**config.mk**
```make
export PLATFORM = sky130hd
export DESIGN_NAME = rc_tau_meter
export DESIGN_NICKNAME = d
export VERILOG_FILES = /design/src/rtl/rc_tau_pkg.sv /design/src/rtl/rc_tau_sync.sv /design/src/rtl/rc_tau_ctrl.sv /design/src/rtl/rc_tau_count.sv /design/src/rtl/rc_tau_meter.sv
export SDC_FILE = /design/constraint.sdc
export NUM_CORES = 1
export LEC_CHECK = 0
export BUFFER_PORTS_ARGS = -buffer_cell sky130_fd_sc_hd__buf_4
export CAP_MARGIN = 30
export CORE_AREA = 3 3 40 42
export DETAILED_ROUTE_END_ITERATION = 10
export DIE_AREA = 0 0 43 45
export MAX_ROUTING_LAYER = met4
export PLACE_DENSITY_LB_ADDON = 0.25
export REMOVE_ABC_BUFFERS = 1
export SYNTH_ARGS = -nofsm -noshare
export SYNTH_HDL_FRONTEND = slang
export SYNTH_SLANG_ARGS = --single-unit
```
**constraint.sdc**
```tcl
create_clock -name clk -period 1.6 [get_ports clk]
set_input_delay 0.08 -clock clk [delete_from_list [all_inputs] [get_ports clk]]
set_output_delay 0.08 -clock clk [all_outputs]
set_load 0.01 [all_outputs]
```
**src/rtl/rc_tau_pkg.sv**
```systemverilog
package rc_tau_pkg;

  typedef enum logic [1:0] {
    MS_IDLE = 2'd0,
    MS_RUN  = 2'd1,
    MS_DONE = 2'd2
  } meas_state_e;

endpackage

```
**src/rtl/rc_tau_sync.sv**
```systemverilog
module rc_tau_sync #(
  parameter int   STAGES  = 2,
  parameter logic RST_LVL = 1'b1
) (
  input  logic clk,
  input  logic rst_n,
  input  logic d_i,
  output logic q_o
);

  logic [STAGES-1:0] pipe_q;
  logic [STAGES-1:0] pipe_n;

  generate
    if (STAGES == 1) begin : g_single
      always_comb pipe_n = d_i;
    end else begin : g_chain
      always_comb pipe_n = {pipe_q[STAGES-2:0], d_i};
    end
  endgenerate

  always_ff @(posedge clk or negedge rst_n) begin
    if (!rst_n) pipe_q <= {STAGES{RST_LVL}};
    else        pipe_q <= pipe_n;
  end

  assign q_o = pipe_q[STAGES-1];

endmodule

```
**src/rtl/rc_tau_ctrl.sv**
```systemverilog
module rc_tau_ctrl
  import rc_tau_pkg::*;
(
  input  logic clk,
  input  logic rst_n,
  input  logic start_i,
  input  logic below_i,
  output logic run_o,
  output logic clear_o,
  output logic stop_o,
  output logic done_o
);

  meas_state_e state_q, state_n;

  always_comb begin
    state_n = state_q;
    clear_o = 1'b0;
    stop_o  = 1'b0;
    case (state_q)
      MS_IDLE, MS_DONE: begin
        if (start_i) begin
          state_n = MS_RUN;
          clear_o = 1'b1;
        end
      end
      MS_RUN: begin
        if (!below_i) begin
          state_n = MS_DONE;
          stop_o  = 1'b1;
        end
      end
      default: state_n = MS_IDLE;
    endcase
  end

  always_ff @(posedge clk or negedge rst_n) begin
    if (!rst_n) state_q <= MS_IDLE;
    else        state_q <= state_n;
  end

  assign run_o  = (state_q == MS_RUN);
  assign done_o = (state_q == MS_DONE);


  start_ignore_chk: assert property (@(posedge clk) disable iff (!rst_n)
    (run_o && start_i && below_i) |=> (run_o && !done_o));


  stop_to_done_chk: assert property (@(posedge clk) disable iff (!rst_n)
    (run_o && !below_i) |=> (done_o && !run_o));


  done_hold_chk: assert property (@(posedge clk) disable iff (!rst_n)
    (done_o && !start_i) |=> done_o);


  start_accept_chk: assert property (@(posedge clk) disable iff (!rst_n)
    (!run_o && start_i) |=> (run_o && !done_o));

endmodule

```
**src/rtl/rc_tau_count.sv**
```systemverilog
module rc_tau_count #(
  parameter int W = 3
) (
  input  logic         clk,
  input  logic         rst_n,
  input  logic         clear_i,
  input  logic         inc_i,
  input  logic         load_i,
  output logic [W-1:0] code_o,
  output logic         ovf_o
);

  localparam logic [W-1:0] CNT_MAX = {W{1'b1}};

  logic [W-1:0] cnt_q, cnt_n;
  logic         sat_q, sat_n;
  logic [W-1:0] code_q;
  logic         ovf_q;
  logic         cnt_en;

  assign cnt_en = clear_i | inc_i;

  always_comb begin
    cnt_n = cnt_q;
    sat_n = sat_q;
    if (clear_i) begin
      cnt_n = '0;
      sat_n = 1'b0;
    end else if (inc_i) begin
      if (cnt_q == CNT_MAX) sat_n = 1'b1;
      else                  cnt_n = cnt_q + 1'b1;
    end
  end

  always_ff @(posedge clk or negedge rst_n) begin
    if (!rst_n) begin
      cnt_q <= '0;
      sat_q <= 1'b0;
    end else if (cnt_en) begin
      cnt_q <= cnt_n;
      sat_q <= sat_n;
    end
  end

  always_ff @(posedge clk or negedge rst_n) begin
    if (!rst_n) begin
      code_q <= '0;
      ovf_q  <= 1'b0;
    end else if (load_i) begin
      code_q <= cnt_q;
      ovf_q  <= sat_q;
    end
  end

  assign code_o = code_q;
  assign ovf_o  = ovf_q;


  latch_hold_chk: assert property (@(posedge clk) disable iff (!rst_n)
    !load_i |=> ($stable(code_o) && $stable(ovf_o)));


  saturate_chk: assert property (@(posedge clk) disable iff (!rst_n)
    (inc_i && !clear_i && cnt_q == CNT_MAX) |=> (cnt_q == CNT_MAX && sat_q));


  increment_chk: assert property (@(posedge clk) disable iff (!rst_n)
    (inc_i && !clear_i && cnt_q != CNT_MAX) |=> (cnt_q == $past(cnt_q) + 1'b1));

endmodule

```
**src/rtl/rc_tau_meter.sv**
```systemverilog
module rc_tau_meter #(
  parameter int CODE_W      = 3,
  parameter int SYNC_STAGES = 2
) (
  input  logic              clk,
  input  logic              rst_n,
  input  logic              start_i,
  input  logic              cmp_below_i,
  output logic              excite_en_o,
  output logic [CODE_W-1:0] code_o,
  output logic              done_o,
  output logic              ovf_o
);

  logic below_s;
  logic run;
  logic clear;
  logic stop;
  logic inc;

  rc_tau_sync #(.STAGES(SYNC_STAGES), .RST_LVL(1'b1)) u_sync (
    .clk   (clk),
    .rst_n (rst_n),
    .d_i   (cmp_below_i),
    .q_o   (below_s)
  );

  rc_tau_ctrl u_ctrl (
    .clk     (clk),
    .rst_n   (rst_n),
    .start_i (start_i),
    .below_i (below_s),
    .run_o   (run),
    .clear_o (clear),
    .stop_o  (stop),
    .done_o  (done_o)
  );

  assign inc = run & below_s;

  rc_tau_count #(.W(CODE_W)) u_count (
    .clk     (clk),
    .rst_n   (rst_n),
    .clear_i (clear),
    .inc_i   (inc),
    .load_i  (stop),
    .code_o  (code_o),
    .ovf_o   (ovf_o)
  );

  assign excite_en_o = run;


  ovf_code_chk: assert property (@(posedge clk) disable iff (!rst_n)
    ovf_o |-> (code_o == {CODE_W{1'b1}}));


  excite_done_chk: assert property (@(posedge clk) disable iff (!rst_n)
    $rose(done_o) |-> $fell(excite_en_o));

endmodule

```
==> impl_results.md, run 1 <==
- Stages on worst setup path: 4
- DRC: 0
- Multi-input logic area: 209.0 sq um
- Minimum clock period: 1484 ps
- Total GRT Usage: 0.1133
- Final critical-path share of the clock period: 0.9276
- CP Capture Type: register
- Worst Path Buf+Inv: 0
- Wire per inst: 13.30 um
- DRT Pass-1 Iters: 4
- Hold-fix buffer count after cts: 2
- Die Span X: 43 um
- Root Driver: clkbuf_4
- Grt met3 use: 0.02789
- Final Skew: 1.421 ps
- Fill count: 106
- Core area: 1285 sq um
- HP Class: in2reg
- Setup TNS: 0 ps
- Status: complete, no violations
- Final WL: 918 um
- Pwr Density: 1384 nW/um^2
- Total setup buffers inserted after CTS: 0
- Slowest cell on crit path: dfrtp_1
- Final #Nets: 61
- Startpoint types: register
- Post-DP HPWL: 680.2 um
- CP max stage delay: 420 ps
- CTS Buf Count: 3
- Met2 Use GR: 0.1557
- Clk buf depth: 2
- Largest net degree at the start of global routing: 13
- Grt peak-use layer: met2
- Worst slew margin: 0.8705
- Initial DRC count: 4
- Final Instance Area: 648.1 sq um
- Worst r2r path cells: 4
- Register area: 302.8 sq um
- Top post-synthesis cells by area: dfrtp_1 (49%), mux2_4 (12%), dfstp_2 (10%)
- CTS tree: yes
- Cell family with most CP delay: adder cells
- Worst-path fanout max: 5
- Antenna Cells: 0
- Die height: 45 um
- Vias: 343
- Most frequent CP cell: ha_1
- Overflow left after global routing: 0
- Initial antenna violation count: 0
- Share of post-route cells with drive strength above 1: 0.3704
- Vias in the first global route: 322
- Post-synth top area share: 0.4854
- Max VDD drop: 0.0005455 V
- Ys Warns: 0
- Arrival time of the worst setup path: 1690 ps
- Clock transition at path regs: 70 ps
- Worst hold stages: 3
- Critical path required time: 1800 ps
- Num rows: 13
- Mapped cell area: 515.5 sq um
- Die Area: 1935 sq um
- CTS Sinks: 12
- F_max: 0.6738 GHz
- Layout area overhead: 25.73%
- CP Cell Sequence: ha_1 -> ha_1 -> and4bb_1 -> mux2i_1
- Mean post-synth cell area: 13.22 sq um
- Post-CTS resize count: 0
- Met1 GRT Util: 0.1338
- First-pass GRT wire length: 1455 um
- Synth area leader: dfrtp_1
- DR vias/cell: 4.971
- Cells after Synth: 39
- Leak: 0.3360 nW
- Ports: 10
- WHS: 101.0 ps
- Fin. max-slew vios: 0
- Synth cell types: 17
- Max Cap Viol: 0
- Worst Tran Pin Value: 194.3 ps
- Sequential area share after synthesis: 0.5874
- WS Path Type: reg2reg
- Final hold violations: 0
- Post-DRT Antenna Nets: 0
- #FFs+latches synth: 12
- GP Congestion: 0.8013
- Placed instance area: 601.8 sq um
- Htree depth: 1
- Clk_lat worst skew: 270 ps
- RSZ-0062 raised after global routing: false
- Final Setup Violations: 0
- IO buf count: 9
- Starting Density: 0.4012
[layout by cell type (no fill, tap or decap)]
master	instances
dfstp_2	2
ha_1	2
nor2_1	1
clkbuf_1	1
buf_4	9
a21o_1	1
dfrtp_1	10
dlygate4sd3_1	2
clkbuf_4	3
nor2b_1	1
inv_1	1
nand2b_1	1
and4bb_1	1
mux2i_1	1
nand2_1	7
mux2_4	4
nor2b_4	1
o21ai_0	2
and2b_1	1
and2b_4	1
a21oi_1	2
[path summary, 6_finish.rpt]
check	from	to	slack, ps
worst max-delay path	u_count.cnt_q[0]	u_count.cnt_q[0]	120
worst min-delay path	start_i	u_ctrl.state_q[0]	100
worst max register to register	u_count.cnt_q[0]	u_count.cnt_q[0]	120
worst min register to register	u_sync.pipe_q[0]	u_sync.pipe_q[1]	360
max in group asynchronous	rst_n	u_sync.pipe_q[0]	1200
min in group asynchronous	rst_n	u_count.code_o[2]	170
[state kept, by name, indices dropped and copies added, names as in the netlist]
signal and cells:
u_sync.pipe_q 2, u_count.cnt_q 3, u_count.sat_q 1, u_count.code_o 3, u_count.ovf_o 1, u_ctrl.state_q 2
[power by group]
part	switching, mW	internal (mW)
combinational	0.104	0.155
sequential	0.0637	0.376
clock	0.102	0.0968
[layout make-up]
cell class,count,area share
repair buffers,11,0.1351
well taps,15,0.02896
flip-flops and latches,12,0.4672
clock buffers,4,0.04054
inverters,1,0.005792
multi-input cells,26,0.3224
[Yosys cell counts]
cell / instances
dfrtp_1: 10
nand2_1: 7
mux2_4: 4
a21oi_1: 2
dfstp_2: 2
ha_1: 2
o21ai_0: 2
a21o_1: 1
and2b_1: 1
and2b_4: 1
and4bb_1: 1
inv_1: 1
mux2i_1: 1
nand2b_1: 1
nor2_1: 1
nor2b_1: 1
nor2b_4: 1
[kinds of logic after synthesis]
group,Yosys count,share of synthesized area
buf+inv,1,0.007275
mux,5,0.1359
fa+ha+maj,2,0.04854
compound gates,5,0.05341
simple gates,14,0.1675
flops,12,0.5874
[per-stage QoR]
step / util / cells / setup WS [ps] / total power [mW]
2_1_floorplan: - / 39 / 250.2 / 0.5874
3_3_place_gp: 0.4684 / 63 / 206.0 / 0.6861
3_5_place_dp: 0.4684 / 63 / 143.0 / 0.7032
4_1_cts: 0.5044 / 69 / 126.9 / 0.9123
5_1_grt: 0.5044 / 69 / 48.71 / 0.9567
6_report: 0.5044 / 69 / 115.9 / 0.8970
[routing by layer]
metal  wire length [um]  up-vias
li1                   -      161
met4                 38        0
met1                415      165
met2                411       12
met5                  0        -
met3                 53        5
[tightest hold or removal path, cell delays in order]
cell,delay [ps]
buf_4,80
nand2b_1,100
nand2_1,80
Power figures use the tool's default switching activity.
==> inputs of run 2 (changes only) <==
--- a/config.mk
+++ b/config.mk
@@ -5,7 +5,7 @@
 export SDC_FILE = /design/constraint.sdc
 export NUM_CORES = 1
 export LEC_CHECK = 0
-export BUFFER_PORTS_ARGS = -buffer_cell sky130_fd_sc_hd__buf_4
+export BUFFER_PORTS_ARGS = -buffer_cell sky130_fd_sc_hd__buf_2
 export CAP_MARGIN = 30
 export CORE_AREA = 3 3 40 42
 export DETAILED_ROUTE_END_ITERATION = 10
==> impl_results.md, run 2 (synthesis gave the netlist of run 1 again) <==
- Min-Delay Startpoint: start_i
- CP Capture Type: register
- Largest net degree at the start of global routing: 13 (unchanged)
- RSZ-0062 raised after global routing: false
- CP max stage delay: 410 ps (about the same)
- WS Path Type: reg2reg
- Clk buf depth: 2 (unchanged)
- Antenna Cells: 0 (unchanged)
- Post-CTS resize count: 0 (unchanged)
- Final hold violations: 0 (unchanged)
- Tot Pwr: 894.5 uW (-0.28%)
- Switching share of total power: 0.2798 (-0.02102)
- IO buf count: 9 (unchanged)
- Final #Nets: 61 (unchanged)
- Worst-case hold path end point: u_ctrl.state_q[1]
- Clock power frac: 0.259 (+0.037)
- Pint: 644.2 uW (+2.7%)
- Htree depth: 1 (unchanged)
- Starting Density: 0.4012 (unchanged)
- CTS Buf Count: 3 (unchanged)
- Share of post-route cells with drive strength above 1: 0.3889 (+0.01852)
- Vias in the first global route: 320 (-0.62%)
- Die height: 45 um (unchanged)
- Max VDD drop: 0.0008292 V (+52%)
- Pwr Density: 1407 nW/um^2 (+1.7%)
- Met2 Use GR: 0.1527 (-0.002994)
- Worst Tran Pin Value: 257.0 ps (+62.69 ps)
- CP Cell Sequence: ha_1 -> ha_1 -> and4bb_1 -> mux2i_1
- Slowest cell on crit path: dfrtp_1
- Final Core Density: 0.4946 (-0.009737)
- Ports: 10 (unchanged)
- Clock transition at path regs: 60 ps (about the same)
- Reg2Reg Setup Slack: 160 ps (+40 ps)
- Worst slew margin: 0.8287 (-0.04179)
- Met1 GRT Util: 0.1120 (-0.02188)
- Sequential power share: 0.483 (-0.007)
- DR vias/cell: 4.797 (-3.5%)
- Die Area: 1935 sq um (unchanged)
- Max Cap Viol: 0 (unchanged)
- Worst hold stages: 3 (unchanged)
- First-pass GRT wire length: 1345 um (-7.6%)
- Final WL: 781 um (-15%)
- DRT Pass-1 Iters: 4 (unchanged)
- Most common cell after layout, fill and taps aside: dfrtp_1
- Final Setup Violations: 0 (unchanged)
- Setup TNS: 0 ps (unchanged)
- Grt peak-use layer: met2
- Worst r2r path cells: 4 (unchanged)
- Startpoint types: register
- DRC: 0 (unchanged)
- Post-DP HPWL: 589.8 um (-13%)
- Core area: 1285 sq um (unchanged)
- Post-DRT Antenna Nets: 0 (unchanged)
- Most frequent cells in the layout: dfrtp_1 (10), buf_2 (9), nand2_1 (7), mux2_4 (4), clkbuf_4 (3)
- CTS tree: yes
- Root Driver: clkbuf_4
- Die Span X: 43 um (unchanged)
- Minimum clock period: 1444 ps (-40.31 ps)
- Initial DRC count: 1 (-3)
- Logic pwr share: 0.258 (-0.030)
- Layout area overhead: 23.30%
- Final critical-path share of the clock period: 0.9024 (-0.02519)
- Total setup buffers inserted after CTS: 0 (unchanged)
- Wire per inst: 11.32 um (-15%)
- Switching pwr: 250.3 uW (-7.2%)
- Fin. max-slew vios: 0 (unchanged)
- Fill count: 113 (+6.6%)
- Total GRT Usage: 0.1066 (-0.006696)
- Num rows: 13 (unchanged)
- F_max: 0.6926 GHz (+2.8%)
- CTS Sinks: 12 (unchanged)
- Critical R2R Capture: u_count.cnt_q[0]
- Status: complete, no violations
- Overflow left after global routing: 0 (unchanged)
- Hold-fix buffer count after cts: 2 (unchanged)
- Leak: 0.3385 nW (+0.73%)
- Reg2reg start: u_count.cnt_q[0]
- HP Class: in2reg
- Clk_lat worst skew: 270 ps (about the same)
- Critical path required time: 1790 ps (about the same)
- Vias: 331 (-3.5%)
- Most frequent CP cell: ha_1
- Arrival time of the worst setup path: 1630 ps (-60 ps)
- GP Congestion: 0.7473 (-6.7%)
- Initial antenna violation count: 0 (unchanged)
- Worst-path fanout max: 5 (unchanged)
- Grt met3 use: 0.07171 (+0.04382)
- Final Skew: 7.494 ps (+6.072 ps)
==> run 2: cell count changes in the layout (fill, tap and decap cells not counted) <==
cell      change
clkbuf_8      +1
buf_4         -9
clkbuf_1      -1
buf_2         +9
==> run 2: final cells by class <==
type	instances	area (sq um)	area share
inverters	1	3.754	0.005906
multi-input cells	26	209.0	0.3287
well taps	15	18.77	0.02953
flip-flops and latches	12	302.8	0.4764
clock buffers	4	36.28	0.05709
repair buffers	11	65.06	0.1024
==> run 2: through the flow <==
step / cell area (sq um) / std cells / setup WS, ps / hold WS [ps]
final: 635.6 / 69 / 156.2 / 128.9
after global routing: 635.6 / 69 / 67.19 / 126.1
after CTS: 635.6 / 69 / 138.4 / 111.8
after detailed placement: 579.3 / 63 / 152.7 / -32.70
after global placement: 579.3 / 63 / 186.7 / -27.80
after floorplan: 515.5 / 39 / 250.2 / -215.6
==> run 2: how the worst max path moves through the flow <==
stage | start | to | slack, ps
after floorplan | u_count.cnt_q[0] | u_count.cnt_q[0] | 250
after global placement | u_count.cnt_q[0] | u_count.cnt_q[0] | 190
after detailed placement | u_count.cnt_q[0] | u_count.cnt_q[0] | 150
after CTS | u_count.cnt_q[0] | u_count.cnt_q[0] | 140
after global routing | u_count.cnt_q[0] | u_count.cnt_q[0] | 70
final | u_count.cnt_q[0] | u_count.cnt_q[0] | 160
==> run 2: power by group through the flow <==
stage	sequential (mW)	combinational (mW)	clock, mW
floorplan	0.442	0.146	0
global placement	0.438	0.233	0
detailed placement	0.438	0.228	0
CTS	0.432	0.237	0.244
global route	0.442	0.255	0.260
finish	0.432	0.231	0.232
==> run 2: critical path: cells and delay by family, from the launching register on <==
family / cells / cell delay (ps)
flops: 1 / 410
mux: 1 / 210
simple gates: 1 / 350
fa+ha+maj: 2 / 390
==> run 2: routing by layer <==
layer  vias to the layer above  part of all wire
met3                         2             0.090
met5                         -                 0
met2                        10              0.44
met4                         0             0.013
met1                       156              0.46
li1                        163                 -
